[config.mk]
export PLATFORM = sky130hd
export DESIGN_NAME = tlbinv_engine
export DESIGN_NICKNAME = d
export VERILOG_FILES = /design/src/rtl/tlbinv_pkg.sv /design/src/rtl/tlbinv_match.sv /design/src/rtl/tlbinv_seq.sv /design/src/rtl/tlbinv_engine.sv
export SDC_FILE = /design/constraint.sdc
export NUM_CORES = 1
export LEC_CHECK = 0
export BUFFER_PORTS_ARGS = -buffer_cell sky130_fd_sc_hd__buf_4
export CAP_MARGIN = 20
export CORE_AREA = 2 2 95 97
export DETAILED_ROUTE_END_ITERATION = 6
export DIE_AREA = 0 0 97 99
export MAX_ROUTING_LAYER = met4
export PLACE_DENSITY = 0.75
export SYNTH_ARGS = -nofsm -noshare
export SYNTH_HDL_FRONTEND = slang
export SYNTH_SLANG_ARGS = --single-unit
[constraint.sdc]
create_clock -name clk -period 1.55 [get_ports clk]
set_clock_uncertainty 0.2 [all_clocks]
set_input_delay 0.0775 -clock clk [delete_from_list [all_inputs] [get_ports clk]]
set_output_delay 0.0775 -clock clk [all_outputs]
set_load 0.01 [all_outputs]
[src/rtl/tlbinv_pkg.sv]
package tlbinv_pkg;

  typedef enum logic [1:0] {
    INV_ALL     = 2'b00,
    INV_VA      = 2'b01,
    INV_MMID    = 2'b10,
    INV_VA_MMID = 2'b11
  } inv_kind_e;

  // Decide whether an entry dies under a given kind.
  function automatic logic kind_hit(inv_kind_e kind, logic va_hit, logic mm_hit,
                                    logic glob, logic above_wired);
    logic r;
    case (kind)
      INV_ALL:  r = above_wired;
      INV_VA:   r = va_hit;
      INV_MMID: r = mm_hit && !glob;
      default:  r = va_hit && (glob || mm_hit);
    endcase
    return r;
  endfunction

endpackage

[src/rtl/tlbinv_match.sv]
module tlbinv_match
  import tlbinv_pkg::*;
#(
  parameter int VPN2_W     = 19,
  parameter int MMID_W     = 16,
  parameter int USE_REGION = 1
) (
  input  inv_kind_e          kind,
  input  logic [VPN2_W-1:0]  e_vpn2,
  input  logic [VPN2_W-1:0]  e_pmask,
  input  logic [1:0]         e_region,
  input  logic [MMID_W-1:0]  e_mmid,
  input  logic               e_glob,
  input  logic [VPN2_W-1:0]  r_vpn2,
  input  logic [1:0]         r_region,
  input  logic [MMID_W-1:0]  r_mmid,
  input  logic               above_wired,
  output logic               hit
);

  logic region_ok;
  logic page_ok;
  logic va_hit;
  logic mm_hit;

  generate
    if (USE_REGION != 0) begin : g_region
      assign region_ok = (e_region == r_region);
    end else begin : g_noregion
      logic unused_region;
      assign unused_region = ^{e_region, r_region};
      assign region_ok = 1'b1;
    end
  endgenerate

  // Bits covered by the entry's page mask are don't-care in the compare.
  assign page_ok = ((e_vpn2 ^ r_vpn2) & ~e_pmask) == '0;
  assign va_hit  = page_ok && region_ok;
  assign mm_hit  = (e_mmid == r_mmid);
  assign hit     = kind_hit(kind, va_hit, mm_hit, e_glob, above_wired);

endmodule

[src/rtl/tlbinv_seq.sv]
module tlbinv_seq #(
  parameter int ENTRIES = 16,
  localparam int IDX_W  = $clog2(ENTRIES)
) (
  input  logic             clk,
  input  logic             rst_n,
  input  logic             start,
  output logic             rd_en,
  output logic [IDX_W-1:0] rd_idx,
  output logic             wb_en,
  output logic [IDX_W-1:0] wb_idx,
  output logic             busy,
  output logic             done
);

  localparam logic [IDX_W-1:0] LAST = IDX_W'(ENTRIES - 1);

  logic             rd_q;
  logic [IDX_W-1:0] rd_idx_q;
  logic             wb_q;
  logic [IDX_W-1:0] wb_idx_q;
  logic             done_q;

  always_ff @(posedge clk or negedge rst_n) begin
    if (!rst_n) begin
      rd_q     <= 1'b0;
      rd_idx_q <= '0;
      wb_q     <= 1'b0;
      wb_idx_q <= '0;
      done_q   <= 1'b0;
    end else begin
      if (start) begin
        rd_q     <= 1'b1;
        rd_idx_q <= '0;
      end else if (rd_q) begin
        if (rd_idx_q == LAST) rd_q <= 1'b0;
        else                  rd_idx_q <= rd_idx_q + IDX_W'(1);
      end
      wb_q     <= rd_q;
      wb_idx_q <= rd_idx_q;
      done_q   <= wb_q && (wb_idx_q == LAST);
    end
  end

  assign rd_en  = rd_q;
  assign rd_idx = rd_idx_q;
  assign wb_en  = wb_q;
  assign wb_idx = wb_idx_q;
  assign busy   = rd_q || wb_q;
  assign done   = done_q;

  assert_read_step_R2: assert property (@(posedge clk) disable iff (!rst_n)
    (rd_en && rd_idx != LAST) |=> (rd_en && rd_idx == $past(rd_idx) + IDX_W'(1)));

  assert_done_single_R3: assert property (@(posedge clk) disable iff (!rst_n)
    done |=> !done);

  assert_done_idle_R3: assert property (@(posedge clk) disable iff (!rst_n)
    done |-> !busy);

  assert_walk_ends_R2: assert property (@(posedge clk) disable iff (!rst_n)
    (wb_en && wb_idx == LAST) |=> (done && !wb_en));

endmodule

[src/rtl/tlbinv_engine.sv]
module tlbinv_engine
  import tlbinv_pkg::*;
#(
  parameter int ENTRIES    = 16,
  parameter int VA_W       = 32,
  parameter int PAGE_SHIFT = 12,
  parameter int MMID_W     = 16,
  parameter int PAY_W      = 8,
  parameter int USE_REGION = 1,
  localparam int IDX_W     = $clog2(ENTRIES),
  localparam int VPN2_W    = VA_W - PAGE_SHIFT - 1,
  localparam int ENTRY_W   = PAY_W + 2 + MMID_W + 2 * VPN2_W + 2
) (
  input  logic               clk,
  input  logic               rst_n,
  input  logic               req_valid,
  output logic               req_ready,
  input  logic [1:0]         req_kind,
  input  logic [VA_W-1:0]    req_va,
  input  logic [1:0]         req_region,
  input  logic [MMID_W-1:0]  req_mmid,
  input  logic [IDX_W-1:0]   wired,
  output logic               busy,
  output logic               rd_en,
  output logic [IDX_W-1:0]   rd_addr,
  input  logic [ENTRY_W-1:0] rd_data,
  output logic               wr_en,
  output logic [IDX_W-1:0]   wr_addr,
  output logic [ENTRY_W-1:0] wr_data,
  output logic               flush_done
);

  localparam int EH_LSB = PAY_W;
  localparam int G_LSB  = PAY_W + 1;
  localparam int MM_LSB = PAY_W + 2;
  localparam int PM_LSB = MM_LSB + MMID_W;
  localparam int VP_LSB = PM_LSB + VPN2_W;
  localparam int RG_LSB = VP_LSB + VPN2_W;
  localparam logic [ENTRY_W-1:0] EH_MASK = {{(ENTRY_W-1){1'b0}}, 1'b1} << EH_LSB;

  inv_kind_e         kind_q;
  logic [VPN2_W-1:0] vpn2_q;
  logic [1:0]        region_q;
  logic [MMID_W-1:0] mmid_q;
  logic [IDX_W-1:0]  wired_q;
  logic              accept;
  logic              busy_w;
  logic              wb_en;
  logic [IDX_W-1:0]  wb_idx;
  logic              hit;
  logic              unused_va_low;

  assign req_ready     = !busy_w;
  assign accept        = req_valid && !busy_w;
  assign unused_va_low = ^req_va[PAGE_SHIFT:0];

  always_ff @(posedge clk or negedge rst_n) begin
    if (!rst_n) begin
      kind_q   <= INV_ALL;
      vpn2_q   <= '0;
      region_q <= '0;
      mmid_q   <= '0;
      wired_q  <= '0;
    end else if (accept) begin
      kind_q   <= inv_kind_e'(req_kind);
      vpn2_q   <= req_va[VA_W-1:PAGE_SHIFT+1];
      region_q <= req_region;
      mmid_q   <= req_mmid;
      wired_q  <= wired;
    end
  end

  tlbinv_seq #(.ENTRIES(ENTRIES)) u_seq (
    .clk    (clk),
    .rst_n  (rst_n),
    .start  (accept),
    .rd_en  (rd_en),
    .rd_idx (rd_addr),
    .wb_en  (wb_en),
    .wb_idx (wb_idx),
    .busy   (busy_w),
    .done   (flush_done)
  );

  tlbinv_match #(
    .VPN2_W     (VPN2_W),
    .MMID_W     (MMID_W),
    .USE_REGION (USE_REGION)
  ) u_match (
    .kind        (kind_q),
    .e_vpn2      (rd_data[VP_LSB +: VPN2_W]),
    .e_pmask     (rd_data[PM_LSB +: VPN2_W]),
    .e_region    (rd_data[RG_LSB +: 2]),
    .e_mmid      (rd_data[MM_LSB +: MMID_W]),
    .e_glob      (rd_data[G_LSB]),
    .r_vpn2      (vpn2_q),
    .r_region    (region_q),
    .r_mmid      (mmid_q),
    .above_wired (wb_idx > wired_q),
    .hit         (hit)
  );

  assign busy    = busy_w;
  assign wr_en   = wb_en;
  assign wr_addr = wb_idx;
  assign wr_data = hit ? (rd_data | EH_MASK) : rd_data;

  assert_req_held_R1: assert property (@(posedge clk) disable iff (!rst_n)
    busy |=> ($stable(kind_q) && $stable(vpn2_q) && $stable(mmid_q) && $stable(wired_q)));

  assert_only_ehinv_R10: assert property (@(posedge clk) disable iff (!rst_n)
    wr_en |-> (((wr_data ^ rd_data) & ~EH_MASK) == '0));

  assert_sticky_ehinv_R10: assert property (@(posedge clk) disable iff (!rst_n)
    (wr_en && rd_data[EH_LSB]) |-> wr_data[EH_LSB]);

  assert_wired_spared_R6: assert property (@(posedge clk) disable iff (!rst_n)
    (wr_en && kind_q == INV_ALL && wr_addr <= wired_q) |-> (wr_data == rd_data));

  assert_global_spared_R8: assert property (@(posedge clk) disable iff (!rst_n)
    (wr_en && kind_q == INV_MMID && rd_data[G_LSB]) |-> (wr_data == rd_data));

  assert_done_after_last_R3: assert property (@(posedge clk) disable iff (!rst_n)
    flush_done |-> ($past(wr_en) && $past(wr_addr) == IDX_W'(ENTRIES - 1)));

endmodule

==> results by group, run 1 <==
STA
  • Hold slack: 0.0640 ns
  • Final hold violations: 0
  • Final period demand of the worst path: 2.00 ns
  • Fraction of the cycle the final worst path needs: 1.29
  • Setup ws final: -0.450 ns
  • Total negative slack: -1.95 ns
  • Worst-margin pin slew: 0.375 ns
  • Slew Limit Fails: 0
  • Slew HR: 0.750
  • RSZ-0062 raised after global routing: true
  • Fmax: 0.500 GHz
  • Endpoints failing setup: 42

Die
  • # IOs: 204
  • Die area: 0.00960 mm^2
  • Initial Util: 0.380
  • Die span in y: 99 um
  • Core Region: 0.00855 mm^2
  • Row count: 34
  • Chip Width: 97 um

Synth
  • Mapped Nets: 398
  • Synth area leader: dfrtp_1
  • Post-Syn Area: 0.00325 mm^2
  • Post-synth top area share: 0.416
  • Sequential element share of the synthesized area: 0.416
  • Largest cells by area after synthesis: dfrtp_1, mux2_4, buf_4
  • Yosys cell types: 27
  • Synthesized flop and latch total: 54
  • Cell count after synthesis: 268
  • Synth warn: 0
  • Syn Area/Cell: 12.1 um^2

GRT
  • First-pass GRT wire length: 14.3 mm
  • GRT overflow: 0
  • Largest net degree at the start of global routing: 29
  • Met1 Resource Use GR: 0.220
  • Grt met2 use: 0.344
  • Vias in the first global route: 2,810
  • Initial antenna violation count: 0
  • Gr busiest metal: met2
  • Met3 global-route usage: 0.0482
  • GRT Total Usage: 0.192

Finish
  • Finished Layout Cells: 577
  • Layout area overhead: 61.2%
  • # nets final: 598
  • Fillers: 658
  • Share of layout cells above drive strength 1: 0.578
  • Multi-input gate area: 0.00136 mm^2
  • Register area: 0.00135 mm^2
  • Number of diodes: 0

Worst setup path
  • Slowest cell delay on critical path: 0.41 ns
  • CP Capture Type: output pin
  • Critical Path RT: 1.27 ns
  • CP startpoint kind: flop
  • Critical path type: flop to output pin
  • CP delay by family, top: simple AND/OR/NAND/NOR gates
  • Crit path buffers/inverters: 1
  • Crit path max fanout: 2
  • Crit-path cells: xnor2_1 -> nand4_1 -> nor4_2 -> o22ai_1 -> o21ai_1 -> buf_4
  • CP arrival: 1.72 ns
  • R2R Setup Slk: -0.11 ns
  • Slowest cell on crit path: dfrtp_1

Pwr
  • Power Dens Cells: 1450 mW/mm^2
  • Part of the power in registers: 0.346
  • Pint: 5280 uW
  • Switching power: 2310 uW
  • Combinational share of power: 0.505
  • Clock power frac: 0.149
  • LEAKAGE: 0.00251 uW
  • Sw Share: 0.304
  • Maximum VDD drop: 0.881 mV

Clock network
  • # clock sinks: 54
  • Reg clk slew, reported paths: 0.10 ns
  • TritonCTS Buffers: 5
  • H-Tree Level Count: 2
  • CTS root buffer: clkbuf_8
  • CTS tree: yes
  • Later-pin clock latency in the skew report: 0.30 ns
  • Max Root-Sink Buffers: 2

Worst hold path
  • HP Class: primary input to async pin

Route
  • DR pass1 iterations: 4
  • DR vias: 2,596
  • Drt drc: 0
  • Vias per std cell: 4.50
  • DR WL/cell: 15.6 um
  • Post-route antenna net violation count: 0
  • 1st-iter DRT viols: 48
  • Final wirelength: 9.01 mm

Place
  • Setup WS pre-CTS: -0.353 ns
  • I/O Buffers: 174
  • Post-placement cell count: 505
  • GP Congestion: 0.862
  • HPWL after DPL: 6.34 mm

Run
  • Max cap viols: 0

Status
  • Failing checks: negative setup slack
  • Outcome: complete, but fails checks
final cells by class:
class,instances,share of cell area
Timing Repair Buffer,264,0.426
Multi-Input combinational cell,138,0.259
Sequential cell,54,0.258
Tap cell,108,0.0258
Clock buffer,6,0.0158
Clock inverter,2,0.0115
Inverter,5,0.00358
cells in the mapped netlist:
cell / number
o21bai_1: 1
buf_4: 65
nor4_1: 3
nand2_1: 7
dfrtp_1: 54
and2_4: 1
nor2_2: 1
o22ai_1: 10
and2_1: 1
nor2_1: 7
ha_1: 5
nand4_1: 7
o21ai_0: 5
xor2_1: 2
inv_1: 5
buf_6: 1
a31oi_1: 1
mux2_4: 39
nand2b_1: 2
buf_12: 4
nor2b_1: 1
buf_2: 1
nor3_1: 2
mux2_2: 1
xnor2_1: 38
nand3_1: 2
a21oi_1: 2
routing by layer:
layer	vias up	part of all wire
li1	1236	-
met1	1230	0.39
met2	119	0.53
met3	11	0.062
met4	0	0.016
met5	-	0
power groups by stage:
| stage | combinational (uW) | sequential, uW | clock, uW |
|---|---|---|---|
| floorplan | 2130 | 2620 | 0 |
| global placement | 3330 | 2600 | 0 |
| detailed placement | 3420 | 2650 | 0 |
| CTS | 3900 | 2620 | 1160 |
| global route | 4160 | 2710 | 1240 |
| finish | 3840 | 2630 | 1130 |
worst paths after layout:
| check | startpoint | end | depth (start not counted) |
|---|---|---|---|
| worst max-delay path | mmid_q[10] | wr_data[8] | 6 |
| worst min-delay path | rst_n | vpn2_q[4] | 2 |
| worst max register to register | u_seq.rd_en | vpn2_q[18] | 5 |
| worst min register to register | u_seq.rd_idx[3] | u_seq.wb_idx[3] | 0 |
| max in group asynchronous | rst_n | kind_q[0] | 3 |
| min in group clk | rd_data[35] | wr_data[35] | 2 |
registers in the layout, summed over array words and instances (netlist names):
| signal | flops |
|---|---|
| u_seq.wb_en | 1 |
| u_seq.done | 1 |
| wired_q | 4 |
| u_seq.rd_en | 1 |
| u_seq.wb_idx | 4 |
| mmid_q | 16 |
| vpn2_q | 19 |
| u_seq.rd_idx | 4 |
| kind_q | 2 |
| region_q | 2 |
worst reg2reg max path, cell delays in order, from the launching register on:
cell and delay, ns:
dfrtp_2 0.43, nor2_4 0.11, and2_4 0.25, buf_12 0.15, buf_16 0.12, mux2_4 0.29
logic make-up (layout without fill, tap and decap cells):
kind of cell | after synthesis | count (layout) | share of synthesized area
AND/OR/NAND/NOR | 34 | 34 | 0.0539
buffers and inverters | 76 | 277 | 0.186
multiplexers | 40 | 40 | 0.184
adder cells (fa/ha/maj) | 5 | 5 | 0.0192
AO/OA/AOI/OAI | 19 | 19 | 0.0343
XOR/XNOR | 40 | 40 | 0.108
flip-flops | 54 | 54 | 0.416
per-stage QoR:
step / instance area [um^2] / power, uW / util
2_1_floorplan: 3260 / 4750 / -
3_3_place_gp: 4350 / 5930 / 0.508
3_5_place_dp: 4350 / 6060 / 0.508
4_1_cts: 5290 / 7680 / 0.619
5_1_grt: 5240 / 8110 / 0.613
6_report: 5240 / 7600 / 0.613
placed cells by master, fill, tap and decap left out, types with 3 or more instances in the layout:
cell type / count
buf_6: 3
nand4_1: 7
mux2_4: 40
buf_12: 3
clkbuf_8: 6
xnor2_1: 37
buf_4: 200
inv_1: 5
dlygate4sd3_1: 52
nand2_1: 7
ha_1: 5
o22ai_1: 9
buf_8: 4
o21ai_0: 4
nor2_1: 7
dfrtp_1: 53
repair_timing:
| item | 4_1_cts | 5_1_grt |
|---|---|---|
| setup endpoints to repair | 34 | 49 |
| hold endpoints to repair | 105 | 0 |
| resized for setup | 19 | 10 |
| gates cloned | 5 | 0 |
| buffers inserted | 10 | 2 |
| hold buffers | 52 | 0 |
| pin swaps | 16 | 4 |
Note: power is estimated with default switching activity, not from simulation.
==> run 2: changes to the inputs <==
--- a/config.mk
+++ b/config.mk
@@ -12,6 +12,9 @@
 export DIE_AREA = 0 0 97 99
 export MAX_ROUTING_LAYER = met4
 export PLACE_DENSITY = 0.75
+export REMOVE_ABC_BUFFERS = 1
+export SETUP_SLACK_MARGIN = 0.5
+export SLEW_MARGIN = 15
 export SYNTH_ARGS = -nofsm -noshare
 export SYNTH_HDL_FRONTEND = slang
 export SYNTH_SLANG_ARGS = --single-unit
==> run 2 against run 1 <==
  * The run still ends with negative setup slack left
  * Critical path depth increased by 1
  * First-iteration DRC count increased by 54%
  * Combinational power increased by 17%
  * Total power increased by 5.8%
  * Highest routed layer unchanged
  * Worst hold slack got worse by 0.036 ns
==> results by group, run 2 (synthesis gave the netlist of run 1 again) <==
Status
  • Outcome: complete, but fails checks
  • Failing checks: negative setup slack

Finish
  • Largest register FFs: 19
  • Biggest register: vpn2_q
  • Largest registers: vpn2_q x19, mmid_q x16
  • Commonest non-fill, non-tap cell in the layout: buf_4
  • Share of layout cells above drive strength 1: 0.616
  • Number of diodes: 0
  • # nets final: 608
  • Commonest cells after routing, fill and taps aside: buf_4, dfrtp_1, dlygate4sd3_1
  • Layout area overhead: 69.6%

Place
  • Setup WS pre-CTS: -0.332 ns
  • GP Congestion: 0.826
  • I/O Buffers: 174
  • HPWL after DPL: 6.02 mm

GRT
  • GRT Total Usage: 0.194
  • First-pass GRT wire length: 14.4 mm
  • Vias in the first global route: 2,891
  • Largest net degree at the start of global routing: 29
  • GRT overflow: 0
  • Initial antenna violation count: 0

Route
  • Post-route antenna net violation count: 0
  • WL met3: 558 um
  • 1st-iter DRT viols: 74
  • Routed wl met2: 5.40 mm
  • Drt drc: 0
  • Met1 WL: 3.36 mm
  • DR WL/cell: 16.1 um
  • DR pass1 iterations: 3
  • Final wirelength: 9.46 mm
  • Vias per std cell: 4.56
  • Top routing layer in use: met4
  • DR vias: 2,677

Pwr
  • Tot Pwr: 8040 uW
  • Power Dens Cells: 1460 mW/mm^2
  • Maximum VDD drop: 0.790 mV
  • LEAKAGE: 0.00262 uW

STA
  • Final period demand of the worst path: 2.05 ns
  • Slew HR: 0.737
  • Worst-margin pin slew: 0.394 ns
  • Final hold violations: 0
  • Slew Limit Fails: 0
  • Setup ws final: -0.505 ns
  • RSZ-0062 raised after global routing: true
  • Fmax: 0.487 GHz
  • Endpoints failing setup: 46
  • Fraction of the cycle the final worst path needs: 1.33

Clock network
  • TritonCTS Buffers: 5
  • CTS tree: yes
  • CTS root buffer: clkbuf_8
  • Later-pin clock latency in the skew report: 0.30 ns
  • Reg clk slew, reported paths: 0.09 ns
  • Max Root-Sink Buffers: 2
  • # clock sinks: 54
  • H-Tree Level Count: 2

Run
  • Max cap viols: 0

Die
  • Chip Width: 97 um
  • # IOs: 204
  • Die area: 0.00960 mm^2
  • Row count: 34
  • Core Region: 0.00855 mm^2
  • Initial Util: 0.380
  • Die span in y: 99 um

Worst setup path
  • CP arrival: 1.78 ns
  • Crit path max fanout: 2
  • CP startpoint kind: flop
  • Crit. Startpoint: vpn2_q[2]
  • CP Capture Type: output pin
  • Critical Path RT: 1.27 ns
  • Reg2reg start: u_seq.wb_en
  • Critical path type: flop to output pin

Worst hold path
  • HP Class: primary input to async pin
[run 2: cell types whose count changed in the layout (fill, tap and decap cells not counted), sizes merged]
cell | before | now
buf | 212 | 222
bufinv | 2 | 0
clkbuf | 6 | 8
[run 2: metrics by stage]
stage,hold slack (ns),instance area [um^2],utilization,instances,TNS (ns)
floorplan,-0.418,2670,-,197,-16.38
global placement,-0.178,4310,0.504,501,-0.345
detailed placement,-0.170,4310,0.504,501,-0.712
CTS,0.0446,5360,0.627,581,-3.90
global route,0.0612,5510,0.645,587,-8.56
finish,0.0284,5510,0.645,587,-6.19
[run 2: final timing paths]
path                                   end  slack [ns]  depth (start not counted)
max                             wr_data[8]       -0.50                          7
min                             vpn2_q[10]        0.03                          2
max reg2reg                      mmid_q[5]       -0.15                          5
min reg2reg                u_seq.wb_idx[2]        0.28                          0
max in group asynchronous  u_seq.rd_idx[2]        0.62                          3
min in group clk               wr_data[44]        0.14                          2
[run 2: final cells by class]
type | count | area (um^2)
multi-input combinational | 138 | 1420
clock buffer | 8 | 110
fill | 621 | 3040
timing repair buffer | 274 | 2470
sequential | 54 | 1350
inverter | 5 | 18.8
tap | 108 | 135
[run 2: repair_timing]
| action | 4_1_cts | 5_1_grt |
|---|---|---|
| gates resized for setup | 46 | 25 |
| cloned | 4 | 0 |
| hold buffers | 52 | 0 |
| endpoints found under the hold margin | 105 | 0 |
| pin swaps | 18 | 12 |
| endpoints found under the setup margin | 62 | 62 |
| setup buffers | 16 | 6 |
[run 2: layer usage]
| layer | GRT usage | vias to the layer above |
|---|---|---|
| li1 | - | 1258 |
| met1 | 0.206 | 1288 |
| met2 | 0.372 | 118 |
| met3 | 0.0369 | 13 |
| met4 | 0.0423 | 0 |
| met5 | - | - |
[run 2: worst max-delay path, stage by stage (launching register included)]
cell     delay (ns)
dfrtp_1        0.40
xnor2_1        0.18
o22ai_2        0.09
nor4_2         0.31
buf_4          0.16
a21oi_1        0.05
o21ai_1        0.14
buf_4          0.14
[run 2: power breakdown]
part | leakage, uW | total (uW) | internal, uW | switching, uW
Combinational | 0.00191 | 4480 | 2950 | 1530
Sequential | 0.000651 | 2650 | 2110 | 539
Clock | 0.0000575 | 909 | 452 | 457
